**config.mk**
```make
export PLATFORM = sky130hd
export DESIGN_NAME = i2c_start_gen
export DESIGN_NICKNAME = d
export VERILOG_FILES = /design/src/rtl/i2c_start_pkg.sv /design/src/rtl/i2c_sync.sv /design/src/rtl/i2c_baud_cnt.sv /design/src/rtl/i2c_start_fsm.sv /design/src/rtl/i2c_start_regs.sv /design/src/rtl/i2c_start_gen.sv
export SDC_FILE = /design/constraint.sdc
export NUM_CORES = 1
export LEC_CHECK = 0
export CELL_PAD_IN_SITES_DETAIL_PLACEMENT = 0
export CELL_PAD_IN_SITES_GLOBAL_PLACEMENT = 1
export CORE_MARGIN = 2
export CORE_UTILIZATION = 48
export DETAILED_ROUTE_END_ITERATION = 7
export DONT_BUFFER_PORTS = 1
export GPL_TIMING_DRIVEN = 0
export PLACE_DENSITY_LB_ADDON = 0.15
export SLEW_MARGIN = 10
export SYNTH_ARGS = -nofsm -noshare
export SYNTH_HDL_FRONTEND = slang
export SYNTH_SLANG_ARGS = --single-unit
export TNS_END_PERCENT = 1
```
**constraint.sdc**
```tcl
create_clock -name clk -period 2.8 [get_ports clk]
set_clock_uncertainty 0.15 [all_clocks]
set_input_delay 0.14 -clock clk [delete_from_list [all_inputs] [get_ports clk]]
set_output_delay 0.14 -clock clk [all_outputs]
set_load 0.02 [all_outputs]
```
**src/rtl/i2c_start_pkg.sv**
```systemverilog
package i2c_start_pkg;

  typedef enum logic [1:0] {
    ST_IDLE = 2'd0,
    ST_PH1  = 2'd1,
    ST_PH2  = 2'd2,
    ST_HOLD = 2'd3
  } start_state_t;

  // One step of the baud down-counter; it rests at zero.
  function automatic logic [15:0] baud_step(input logic [15:0] cur);
    return (cur == 16'd0) ? 16'd0 : cur - 16'd1;
  endfunction

  // Cycles in one baud period for a given reload value.
  function automatic int unsigned baud_period(input int unsigned reload);
    return reload + 1;
  endfunction

endpackage

```
**src/rtl/i2c_sync.sv**
```systemverilog
module i2c_sync #(
  parameter int W      = 2,
  parameter int STAGES = 2
) (
  input  logic         clk,
  input  logic         rst,
  input  logic [W-1:0] d,
  output logic [W-1:0] q
);
  logic [W-1:0] chain [STAGES];

  // An idle bus floats high, so the chain resets to ones.
  generate
    for (genvar s = 0; s < STAGES; s++) begin : g_stage
      always_ff @(posedge clk) begin
        if (rst) chain[s] <= '1;
        else if (s == 0) chain[s] <= d;
        else chain[s] <= chain[(s == 0) ? 0 : s-1];
      end
    end
  endgenerate

  assign q = chain[STAGES-1];
endmodule

```
**src/rtl/i2c_baud_cnt.sv**
```systemverilog
module i2c_baud_cnt #(
  parameter int RELOAD_W = 7
) (
  input  logic                clk,
  input  logic                rst,
  input  logic                load,
  input  logic                run,
  input  logic [RELOAD_W-1:0] load_val,
  output logic                expired
);
  import i2c_start_pkg::*;

  logic [RELOAD_W-1:0] cnt_q;
  logic [15:0]         step_w;

  assign step_w  = baud_step(16'(cnt_q));
  assign expired = run && (cnt_q == '0);

  always_ff @(posedge clk) begin
    if (rst)       cnt_q <= '0;
    else if (load) cnt_q <= load_val;
    else if (run)  cnt_q <= step_w[RELOAD_W-1:0];
  end

  p_count_down_r2: assert property (@(posedge clk) disable iff (rst)
    (run && !load && cnt_q != '0) |=> (cnt_q == $past(cnt_q) - 1'b1));

  p_load_takes_value_r2: assert property (@(posedge clk) disable iff (rst)
    load |=> (cnt_q == $past(load_val)));
endmodule

```
**src/rtl/i2c_start_fsm.sv**
```systemverilog
module i2c_start_fsm (
  input  logic clk,
  input  logic rst,
  input  logic start_req,
  input  logic sda_s,
  input  logic scl_s,
  input  logic expired,
  input  logic clr_done,
  input  logic clr_bcol,
  output logic load,
  output logic run,
  output logic busy,
  output logic sda_low,
  output logic start_seen,
  output logic done_flag,
  output logic bcol_flag
);
  import i2c_start_pkg::*;

  start_state_t state_q;
  logic         sda_low_q, seen_q, done_q, bcol_q;

  // Named events.
  logic req_idle, lines_high;
  logic ev_launch, ev_req_collide, ev_ph1_collide, ev_sda_fall, ev_finish;

  assign req_idle       = start_req && (state_q == ST_IDLE);
  assign lines_high     = sda_s && scl_s;
  assign ev_launch      = req_idle && lines_high;
  assign ev_req_collide = req_idle && !lines_high;
  assign ev_ph1_collide = (state_q == ST_PH1) && (!scl_s || (expired && !sda_s));
  assign ev_sda_fall    = (state_q == ST_PH1) && lines_high && expired;
  assign ev_finish      = (state_q == ST_PH2) && expired;

  assign load = ev_launch || ev_sda_fall;
  assign run  = (state_q == ST_PH1) || (state_q == ST_PH2);
  assign busy = run;

  always_ff @(posedge clk) begin
    if (rst) begin
      state_q   <= ST_IDLE;
      sda_low_q <= 1'b0;
      seen_q    <= 1'b0;
    end else if (ev_launch) begin
      state_q <= ST_PH1;
    end else if (ev_ph1_collide) begin
      state_q   <= ST_IDLE;
      sda_low_q <= 1'b0;
      seen_q    <= 1'b0;
    end else if (ev_sda_fall) begin
      state_q   <= ST_PH2;
      sda_low_q <= 1'b1;
      seen_q    <= 1'b1;
    end else if (ev_finish) begin
      state_q <= ST_HOLD;
    end
  end

  // Sticky flags: a set wins over a clear in the same cycle.
  always_ff @(posedge clk) begin
    if (rst) begin
      done_q <= 1'b0;
      bcol_q <= 1'b0;
    end else begin
      if (ev_finish) done_q <= 1'b1;
      else if (clr_done) done_q <= 1'b0;
      if (ev_req_collide || ev_ph1_collide) bcol_q <= 1'b1;
      else if (clr_bcol) bcol_q <= 1'b0;
    end
  end

  assign sda_low    = sda_low_q;
  assign start_seen = seen_q;
  assign done_flag  = done_q;
  assign bcol_flag  = bcol_q;

  p_sda_low_with_seen_r3: assert property (@(posedge clk) disable iff (rst)
    sda_low_q |-> seen_q);

  p_done_ends_busy_r4: assert property (@(posedge clk) disable iff (rst)
    $rose(done_q) |-> $fell(busy));

  p_req_collide_r5: assert property (@(posedge clk) disable iff (rst)
    ev_req_collide |=> (bcol_q && !busy && !sda_low_q));

  p_abort_on_scl_low_r6: assert property (@(posedge clk) disable iff (rst)
    (state_q == ST_PH1 && !scl_s) |=> (state_q == ST_IDLE && bcol_q && !seen_q));

  p_no_restart_r9: assert property (@(posedge clk) disable iff (rst)
    (start_req && state_q == ST_HOLD) |=> (state_q == ST_HOLD && $stable(bcol_q)));
endmodule

```
**src/rtl/i2c_start_regs.sv**
```systemverilog
module i2c_start_regs #(
  parameter int DATA_W = 8,
  parameter int CMD_W  = 5
) (
  input  logic              clk,
  input  logic              rst,
  input  logic              busy,
  input  logic              buf_wr,
  input  logic [DATA_W-1:0] buf_wdata,
  input  logic              cmd_wr,
  input  logic [CMD_W-1:0]  cmd_wdata,
  input  logic              clr_wcol,
  output logic [DATA_W-1:0] buf_q,
  output logic [CMD_W-1:0]  cmd_q,
  output logic              wcol_flag
);
  logic buf_take, buf_refuse, cmd_take;

  assign buf_take   = buf_wr && !busy;
  assign buf_refuse = buf_wr && busy;
  assign cmd_take   = cmd_wr && !busy;

  always_ff @(posedge clk) begin
    if (rst) begin
      buf_q     <= '0;
      cmd_q     <= '0;
      wcol_flag <= 1'b0;
    end else begin
      if (buf_take) buf_q <= buf_wdata;
      if (cmd_take) cmd_q <= cmd_wdata;
      if (buf_refuse) wcol_flag <= 1'b1;
      else if (clr_wcol) wcol_flag <= 1'b0;
    end
  end

  p_wcol_buf_kept_r7: assert property (@(posedge clk) disable iff (rst)
    (busy && buf_wr) |=> ($stable(buf_q) && wcol_flag));

  p_cmd_locked_r8: assert property (@(posedge clk) disable iff (rst)
    (busy && cmd_wr) |=> $stable(cmd_q));

  p_wcol_sticky_r10: assert property (@(posedge clk) disable iff (rst)
    (wcol_flag && !clr_wcol) |=> wcol_flag);
endmodule

```
**src/rtl/i2c_start_gen.sv**
```systemverilog
module i2c_start_gen #(
  parameter int RELOAD_W    = 7,
  parameter int DATA_W      = 8,
  parameter int CMD_W       = 5,
  parameter int SYNC_STAGES = 2
) (
  input  logic                clk,
  input  logic                rst,
  input  logic                start_req,
  input  logic [RELOAD_W-1:0] reload_val,
  input  logic                sda_in,
  input  logic                scl_in,
  input  logic                buf_wr,
  input  logic [DATA_W-1:0]   buf_wdata,
  input  logic                cmd_wr,
  input  logic [CMD_W-1:0]    cmd_wdata,
  input  logic                clr_done,
  input  logic                clr_bcol,
  input  logic                clr_wcol,
  output logic                sda_drive_low,
  output logic                scl_drive_low,
  output logic                busy,
  output logic                start_seen,
  output logic                done_flag,
  output logic                bcol_flag,
  output logic                wcol_flag,
  output logic [DATA_W-1:0]   buf_q,
  output logic [CMD_W-1:0]    cmd_q
);
  localparam int LINES = 2;

  logic [LINES-1:0] lines_s;
  logic             load_w, run_w, expired_w, busy_w;

  i2c_sync #(.W(LINES), .STAGES(SYNC_STAGES)) u_sync (
    .clk(clk), .rst(rst), .d({sda_in, scl_in}), .q(lines_s)
  );

  i2c_baud_cnt #(.RELOAD_W(RELOAD_W)) u_baud (
    .clk(clk), .rst(rst), .load(load_w), .run(run_w),
    .load_val(reload_val), .expired(expired_w)
  );

  i2c_start_fsm u_fsm (
    .clk(clk), .rst(rst), .start_req(start_req),
    .sda_s(lines_s[1]), .scl_s(lines_s[0]), .expired(expired_w),
    .clr_done(clr_done), .clr_bcol(clr_bcol),
    .load(load_w), .run(run_w), .busy(busy_w),
    .sda_low(sda_drive_low), .start_seen(start_seen),
    .done_flag(done_flag), .bcol_flag(bcol_flag)
  );

  i2c_start_regs #(.DATA_W(DATA_W), .CMD_W(CMD_W)) u_regs (
    .clk(clk), .rst(rst), .busy(busy_w),
    .buf_wr(buf_wr), .buf_wdata(buf_wdata),
    .cmd_wr(cmd_wr), .cmd_wdata(cmd_wdata), .clr_wcol(clr_wcol),
    .buf_q(buf_q), .cmd_q(cmd_q), .wcol_flag(wcol_flag)
  );

  // The start sequence never pulls SCL.
  assign scl_drive_low = 1'b0;
  assign busy          = busy_w;

  p_reset_quiet_r1: assert property (@(posedge clk)
    $past(rst) |-> (!sda_drive_low && !busy && !done_flag && !bcol_flag && !wcol_flag));
endmodule

```
---- Yosys cells after proc, flatten, opt, wreduce, memory -nomap -nowiden ----
Memories as Yosys holds them, arrays and structs flattened.
Index checks and enable logic that the tools add are counted.
storage, ports and cells
  register bits ........................... 26
  bits in writable memories ............... 4
  input port bits ......................... 30
  output and inout bits ................... 20
  logic and storage cells ................. 68
  memories ................................ 1
memories
  name          words  bits a word  read ports  clocked after Yosys merged registers in  wr ports  line            source
  u_sync.chain  2      2            2           0                                        2         i2c_sync.sv:10  logic [W-1:0] chain [STAGES];
operators by class
  add/sub/neg operators ................... 1
  equal/unequal tests ..................... 2
  multiplexer cells ....................... 20
  bitwise operators ....................... 3
  reductions and logical operators ........ 32
operator list
  kind                                                                count
  7-bit 2-to-1 mux                                                    3
  1-bit logical AND                                                   13
  1-bit 2-to-1 mux                                                    13
  2-bit nonzero test                                                  6
  2-bit 2-to-1 mux                                                    4
  7-bit zero test                                                     1
  7-bit by 1-bit subtractor with 7-bit output, second input constant  1
  1-bit zero test                                                     4
  1-bit logical OR                                                    4
  4-bit nonzero test                                                  1
  3-bit OR reduction                                                  1
  2-bit by 1-bit == test with 1-bit output, second input constant     1
  2-bit == test, second input constant                                1
  2-bit zero test                                                     1
  1-bit bitwise OR                                                    2
  2-bit AND reduction                                                 1
  1-bit inverter                                                      1

---- Longest topological paths before layout ----
Gate-level depths: netlist of run 1.
  depth after elaboration ................. 8
  mapped depth ............................ 8
  gate-level depth less buffers ........... 6

---- Hierarchy ----
From an unflattened synthesis of run 1, not the netlist that was laid out.
second synthesis, totals
  cell total of the unflattened synthesis .. 159
  area, all modules ....................... 1520.2 µm²
modules (own cells, without submodules)
  module          times used  cells an instance  area each (µm²)  seq. area each (µm²)
  i2c_start_regs  1           61                 653.1            280.3
  i2c_baud_cnt    1           52                 437.9            140.1
  i2c_start_fsm   1           36                 312.8            100.1
  i2c_sync        1           8                  105.1            80.1
  i2c_start_gen   1           2                  11.3             0.0

---- Worst setup path before layout of run 1 ----
OpenSTA, ideal clock, no wires.
  path kind ............................... register -> register
  from .................................... register u_fsm.state_q[1]
  to ...................................... register u_baud.cnt_q[6]
  library setup time ...................... 0.132 ns
  data arrival time ....................... 1.825 ns
  setup slack ............................. 0.693 ns
  cell stages (with the launch flop) ...... 9
  path buffers ............................ 2
  clock period less this slack ............ 2.107 ns
  path through ............................ dfxtp_1 -> inv_1 -> ha_1 -> buf_4 -> nand4bb_1 -> o31a_1 -> buf_6 -> o311ai_0 -> a21oi_1
on the way
  cells in the longest elaborated chain, start to end .. 6
  elaborated cells on any way between the ends .. 12
RTL lines
  what                                                                              line                 source
  from (decl)                                                                       i2c_start_fsm.sv:20  start_state_t state_q;
  from (signal assigned)                                                            i2c_start_fsm.sv:41  state_q <= ST_IDLE;
  from (signal assigned)                                                            i2c_start_fsm.sv:45  state_q <= ST_PH1;
  from (signal assigned)                                                            i2c_start_fsm.sv:47  state_q <= ST_IDLE;
  2-bit by 1-bit == test with 1-bit output / 2-bit == test (equally long branches)  i2c_start_fsm.sv:36  assign run = (state_q == ST_PH1) || (state_q == ST_PH2);
  1-bit logical OR *                                                                i2c_start_fsm.sv:36
  via busy                                                                          i2c_start_gen.sv:22  output logic busy,
  1-bit logical AND                                                                 i2c_baud_cnt.sv:17   assign expired = run && (cnt_q == '0);
  1-bit logical AND                                                                 i2c_start_fsm.sv:32  assign ev_sda_fall = (state_q == ST_PH1) && lines_high && expired;
  1-bit logical OR                                                                  i2c_start_fsm.sv:35  assign load = ev_launch || ev_sda_fall;
  7-bit 2-to-1 mux / 2-bit nonzero test (equally long branches)                     --
  to (signal assigned)                                                              i2c_baud_cnt.sv:21   else if (load) cnt_q <= load_val;
  to (signal assigned)                                                              i2c_baud_cnt.sv:22   else if (run) cnt_q <= step_w[RELOAD_W-1:0];
  to (decl)                                                                         i2c_baud_cnt.sv:13   logic [RELOAD_W-1:0] cnt_q;
Mark *: on every way through the listed nets, which the timed path passes. The rest lies on a longest branch.
A chain may end at the register's enable or synchronous reset.

---- Worst setup path in the final report of run 1 ----
  from .................................... register u_fsm.state_q[1]
  to ...................................... register u_baud.cnt_q[2]
Same word-level chain as after synthesis.

==> metrics.txt, run 1 <==
sequential cell area=601 um2; RSZ-0062 raised after global routing=false; via count=about 1.1k; Startpoint Class=flop; Pleak=approximately 0.69 nW; vias in the first global route=1077; H-tree depth=2; met2 Use GR=33.2%; number of enable flip-flop cells after synthesis=0; DR vias/cell=5.32; Setup crit end kind=flop; delay-heaviest family, CP=compound AO/OA/AOI/OAI gates; Slew Limit Fails=0; I/O Pins=50; std cell rows=19; CP Class=reg -> reg; Die Y=56.5 um; number of buffers created by CTS=5; Worst EP arrival=2.45 ns; Synth Register Bits=30; Hold Fails Final Rpt=0; Initial Util=between 40 and 50%; Cells after DPL=between 150 and 200; fillcell total=~220; DIE WIDTH=roughly 57 um; Top Usage Layer GRT=met2; worst-path cell chain=inv_1, ha_1, buf_4, nand4bb_1, o31a_1, buf_6, o311ai_0, a21oi_1; status=finished, final reports clean; port bufs=0; slowest stage delay, CP=0.42 ns; sequential fraction of the synthesis area=between 40% and 50%; number of routed nets with antenna violations=0; CTS tree=done; Worst Path Buf+Inv=3; Skew-Pair Late Insertion Delay=about 0.33 ns; period utilisation layout=85.4%; post-synth cell types=36; CP Max Fanout=10; total gr overflow=0; dpl cell area=1360 um2; Total GRT Usage=between 20% and 30%; die footprint=3200 um2; post-synthesis cell area=1330 um2; YS warnings=0; Layout area overhead=28.6%; fin util=63.4%; Core Footprint=between 2000 and 3000 um2; DP Wirelength=1.87 mm; M1 GR Usage=21.1%; area of the multi-input gates=641 um2; Post-CTS Resized=0; Cells after Synth=140; CTS sink cnt=30; fraction of registers with async set/reset=0%; min Tclk post-route=2.39 ns; final layout net count=209; largest vdd supply drop=0.000453 V; Routed WL=2.97 mm; met3 usage=9.68%; Most used DFF post-synth=dfxtp_1; fmax=0.418 GHz; Worst Hold Class=in -> reg; Reg clk slew, reported paths=0.10 ns; mean area per synthesized cell=approximately 9.5 um2; pwr/cell area=578 nW/um2; Final setup viols=0; WP data required=2.85 ns; DR iter-0 viols=18; slowest library cell on the worst path=o31a_1; clk buf depth=2; max cap viols=0; # diodes=0; WL per Instance=14.3 um; Final Instance Area=1700 um2; Total Neg Setup Slack=0 ns; total power=0.986 mW; DRC=0; global-route wire length before repair=between 4 and 5 mm; initial antenna violation count=0; final non-filler cell total=207; Synthesized Nets=about 170; share of layout cells above drive strength 1=11.4%; First-pass DRT Iterations=6; largest net degree at the start of global routing=11; clk root buf=clkbuf_4; Placer Congestion=0.806
## layer usage
layer / vias to the layer above / routed length, um
li1: 551 / -
met2: 37 / 1470
met4: 0 / 87
met3: 10 / 199
met1: 503 / 1210
met5: - / 0
## cell usage after synthesis, types with 2 or more instances
cell type  number  area, um2
dfxtp_1        30        601
nor2_1         16       60.1
mux2i_1        15        150
a21oi_1        13       65.1
inv_1           8       30.0
nand2_1         6       22.5
nand2b_1        6       37.5
clkbuf_1        4       15.0
ha_1            4       50.1
or2_2           4       25.0
buf_4           3       22.5
nor3_1          3       15.0
nor2b_1         2       12.5
o21ai_0         2       10.0
o311ai_0        2       17.5
xnor2_1         2       17.5
## through the flow
stage | setup WS, ns | hold WS (ns)
floorplan | 0.693 | 0.0938
global placement | 0.449 | 0.0967
detailed placement | 0.413 | 0.0973
CTS | 0.393 | 0.0529
global route | 0.212 | 0.0569
finish | 0.408 | 0.0491
## path summary, 6_finish.rpt
path                         to  slack, ns          startpoint  depth (start not counted)
max             u_baud.cnt_q[2]       0.41    u_fsm.state_q[1]                          8
min             u_baud.cnt_q[4]       0.05                 rst                          2
max reg2reg     u_baud.cnt_q[2]       0.41    u_fsm.state_q[1]                          8
min reg2reg  u_sync.chain[1][1]       0.26  u_sync.chain[0][1]                          1
## area by class of cell
cell class,count,share of cell area [%]
clock buffers,7,3.23
inverters,8,1.76
well taps,31,2.28
clock inverters,1,0.294
flip-flops and latches,30,35.2
repair buffers,28,16.4
multi-input cells,93,37.6
plain buffers,9,3.16
## where the power goes
group          leakage (nW)  internal, mW  switching [mW]
registers             0.247         0.460          0.0499
clock network        0.0353         0.122           0.149
logic                 0.410         0.106          0.0982
## cells by family (layout without fill, tap and decap cells)
group | count (synthesis) | count (layout) | synth area share, %
multiplexers | 15 | 15 | 11.3
AO/OA/AOI/OAI | 27 | 27 | 13.8
XOR/XNOR | 2 | 2 | 1.32
buffers and inverters | 17 | 53 | 6.33
other | 1 | 1 | 0.283
flip-flops | 30 | 30 | 45.3
AND/OR/NAND/NOR | 44 | 44 | 17.8
adder cells (fa/ha/maj) | 4 | 4 | 3.78
## state kept, by name (all words and copies together), names as in the netlist, 2 cells and up
name,cells
u_sync.chain,4
u_regs.buf_q,8
u_baud.cnt_q,7
u_regs.cmd_q,5
u_fsm.state_q,2
## placed cells by master, fill, tap and decap left out, types with 2 or more instances in the layout
master          n
or2_2           4
ha_1            4
o21ai_0         2
nor3_1          3
mux2i_1        15
buf_4           3
nor2_1         16
a21oi_1        13
clkbuf_1        5
xnor2_1         2
nand2b_1        6
o311ai_0        2
nor2b_1         2
dlygate4sd3_1  28
inv_1           8
dfxtp_1        30
nand2_1         6
clkbuf_4        5
## what timing repair did
action	in CTS	in global routing
setup endpoints to repair	0	0
buffers inserted	0	0
hold buffers	28	0
hold endpoints to repair	26	0
Power figures use the tool's default switching activity.
==> run 2: changes to the inputs <==
--- a/config.mk
+++ b/config.mk
@@ -8,12 +8,12 @@
 export CELL_PAD_IN_SITES_DETAIL_PLACEMENT = 0
 export CELL_PAD_IN_SITES_GLOBAL_PLACEMENT = 1
 export CORE_MARGIN = 2
-export CORE_UTILIZATION = 48
+export CORE_UTILIZATION = 40
 export DETAILED_ROUTE_END_ITERATION = 7
 export DONT_BUFFER_PORTS = 1
 export GPL_TIMING_DRIVEN = 0
 export PLACE_DENSITY_LB_ADDON = 0.15
-export SLEW_MARGIN = 10
+export SLEW_MARGIN = 25
 export SYNTH_ARGS = -nofsm -noshare
 export SYNTH_HDL_FRONTEND = slang
 export SYNTH_SLANG_ARGS = --single-unit
==> constraint.sdc (replaced) <==
create_clock -name clk -period 1.95 [get_ports clk]
set_clock_uncertainty 0.15 [all_clocks]
set_input_delay 0.0975 -clock clk [delete_from_list [all_inputs] [get_ports clk]]
set_output_delay 0.0975 -clock clk [all_outputs]
set_load 0.02 [all_outputs]
==> metrics.txt, run 2 (same netlist as run 1, synthesis figures left out) <==
status=finished, violations left; failing checks=setup timing; number of routed nets with antenna violations=0; # diodes=0; DP Wirelength=1.96 mm; Top Registers=u_regs.buf_q x8, u_baud.cnt_q x7, u_regs.cmd_q x5; slowest stage delay, CP=0.49 ns; fmax=~0.50 GHz; Slew HR=65.6%; Worst EP arrival=between 2 and 2.5 ns; Initial Util=between 40% and 50%; r2r worst-path depth=7; Final Instance Area=1810 um2; WP data required=2.03 ns; via count=1125; Final WS setup=-0.0313 ns; Setup crit end kind=flop; dpl cell area=1410 um2; Placer Congestion=0.727; Routed WL=3.01 mm; H-tree depth=2; CP Max Fanout=4; switch share=29.7%; worst-margin pin slew=slightly above 0.5 ns; die footprint=3790 um2; Pleak=0.721 nW; CTS sink cnt=30; Worst Hold Class=in -> reg; Comb pwr share=23.6%; std cell rows=20; clk root buf=clkbuf_4; RSZ-0062 raised after global routing=true; max FFs per register=8; commonest non-fill, non-tap cell in the layout=dfxtp_1; global-route wire length before repair=approximately 4.8 mm; DRC=0; Reg power frac=51.3%; final layout net count=215; Clock power frac=between 20% and 30%; First-pass DRT Iterations=4; DIE WIDTH=61.6 um; CP Class=reg -> reg; Slew Limit Fails=0; DR vias/cell=5.02; worst-path cell chain=inv_2, ha_4, buf_8, or4b_4, nor3_4, mux2i_1, a21oi_1; pwr/cell area=793 nW/um2; min Tclk post-route=1.98 ns; Layout area overhead=36.6%; Hold Fails Final Rpt=0; Reg clk slew, reported paths=0.09 ns; Int Pwr=1.01 mW; period utilisation layout=102%; Final setup viols=2; Hold Crit Depth=2; Die Y=about 62 um; vias in the first global route=approximately 1.1k; largest net degree at the start of global routing=11; initial antenna violation count=0; slowest library cell on the worst path=or4b_4; clk buf depth=2; DR iter-0 viols=39; P_sw=0.427 mW; Startpoint Class=flop; leading cell types in the layout, fill and taps excluded=28 x dfxtp_1, 27 x dlygate4sd3_1, 16 x nor2_1; largest vdd supply drop=0.000532 V; fillcell total=285; max cap viols=0; Top reg by flops=u_regs.buf_q; I/O Pins=50; CTS tree=done; Skew-Pair Late Insertion Delay=0.32 ns; Total GRT Usage=17.8%; Core Footprint=between 3000 and 4000 um2; total gr overflow=0; total power=1.44 mW; WL per Instance=13.5 um; port bufs=0; share of layout cells above drive strength 1=18.9%; number of buffers created by CTS=5; Place WS=-0.151 ns
run 2: changes by cell type in the layout (fill, tap and decap cells not counted), sizes merged:
cell and delta:
dlygate4sd3 -1, clkinv -1, buf +6
run 2: critical path: cells and delay by family (launching register included):
family / cells / cell delay [ns]
flops: 1 / 0.34
simple gates: 2 / 0.62
compound gates: 1 / 0.08
mux: 1 / 0.20
fa+ha+maj: 1 / 0.31
buf+inv: 2 / 0.18
run 2: final timing paths:
path / endpoint / slack (ns) / from
setup / recovery: u_baud.cnt_q[5] / -0.03 / u_fsm.state_q[0]
hold / removal: u_baud.cnt_q[4] / 0.009 / rst
setup reg to reg: u_baud.cnt_q[5] / -0.03 / u_fsm.state_q[0]
hold reg to reg: u_sync.chain[1][1] / 0.26 / u_sync.chain[0][1]
run 2: layer usage:
metal	GRT usage [%]	vias up	wire length, um
met4	6.69	0	52
met2	28.6	32	1550
met1	21.0	524	1250
met3	7.56	6	159
li1	-	563	-
met5	0	-	0
run 2: layout make-up:
type | instances | area (um2) | share of cell area, %
multi-input cells | 93 | 684 | 37.8
flip-flops and latches | 30 | 603 | 33.3
clock buffers | 6 | 51.3 | 2.83
inverters | 8 | 30.0 | 1.66
plain buffers | 9 | 63.8 | 3.52
repair buffers | 34 | 323 | 17.8
well taps | 44 | 55.1 | 3.04
run 2: timing repair:
item                                   4_1_cts  5_1_grt
hold buffers                                27        0
resized for setup                            7        3
endpoints found under the hold margin       27        0
buffers inserted                             3        4
pin swaps                                    3        2
setup endpoints to repair                    8       16
run 2: stage by stage:
stage / instances / utilization (%) / hold WS (ns) / TNS (ns)
after global routing: 224 / 58.3 / 0.0385 / -0.842
after detailed placement: 184 / 45.5 / 0.0550 / -0.917
after CTS: 220 / 57.0 / 0.00961 / -0.123
after global placement: 184 / 45.5 / 0.0535 / -0.870
final: 224 / 58.3 / 0.00895 / -0.0480
after floorplan: 140 / - / 0.0513 / -0.0163
run 2: power by group through the flow:
stage / registers (mW) / logic, mW / clock network, mW
global route: 0.743 / 0.375 / 0.399
finish: 0.736 / 0.339 / 0.361
detailed placement: 0.746 / 0.265 / 0
CTS: 0.736 / 0.321 / 0.372
floorplan: 0.736 / 0.224 / 0
global placement: 0.746 / 0.258 / 0
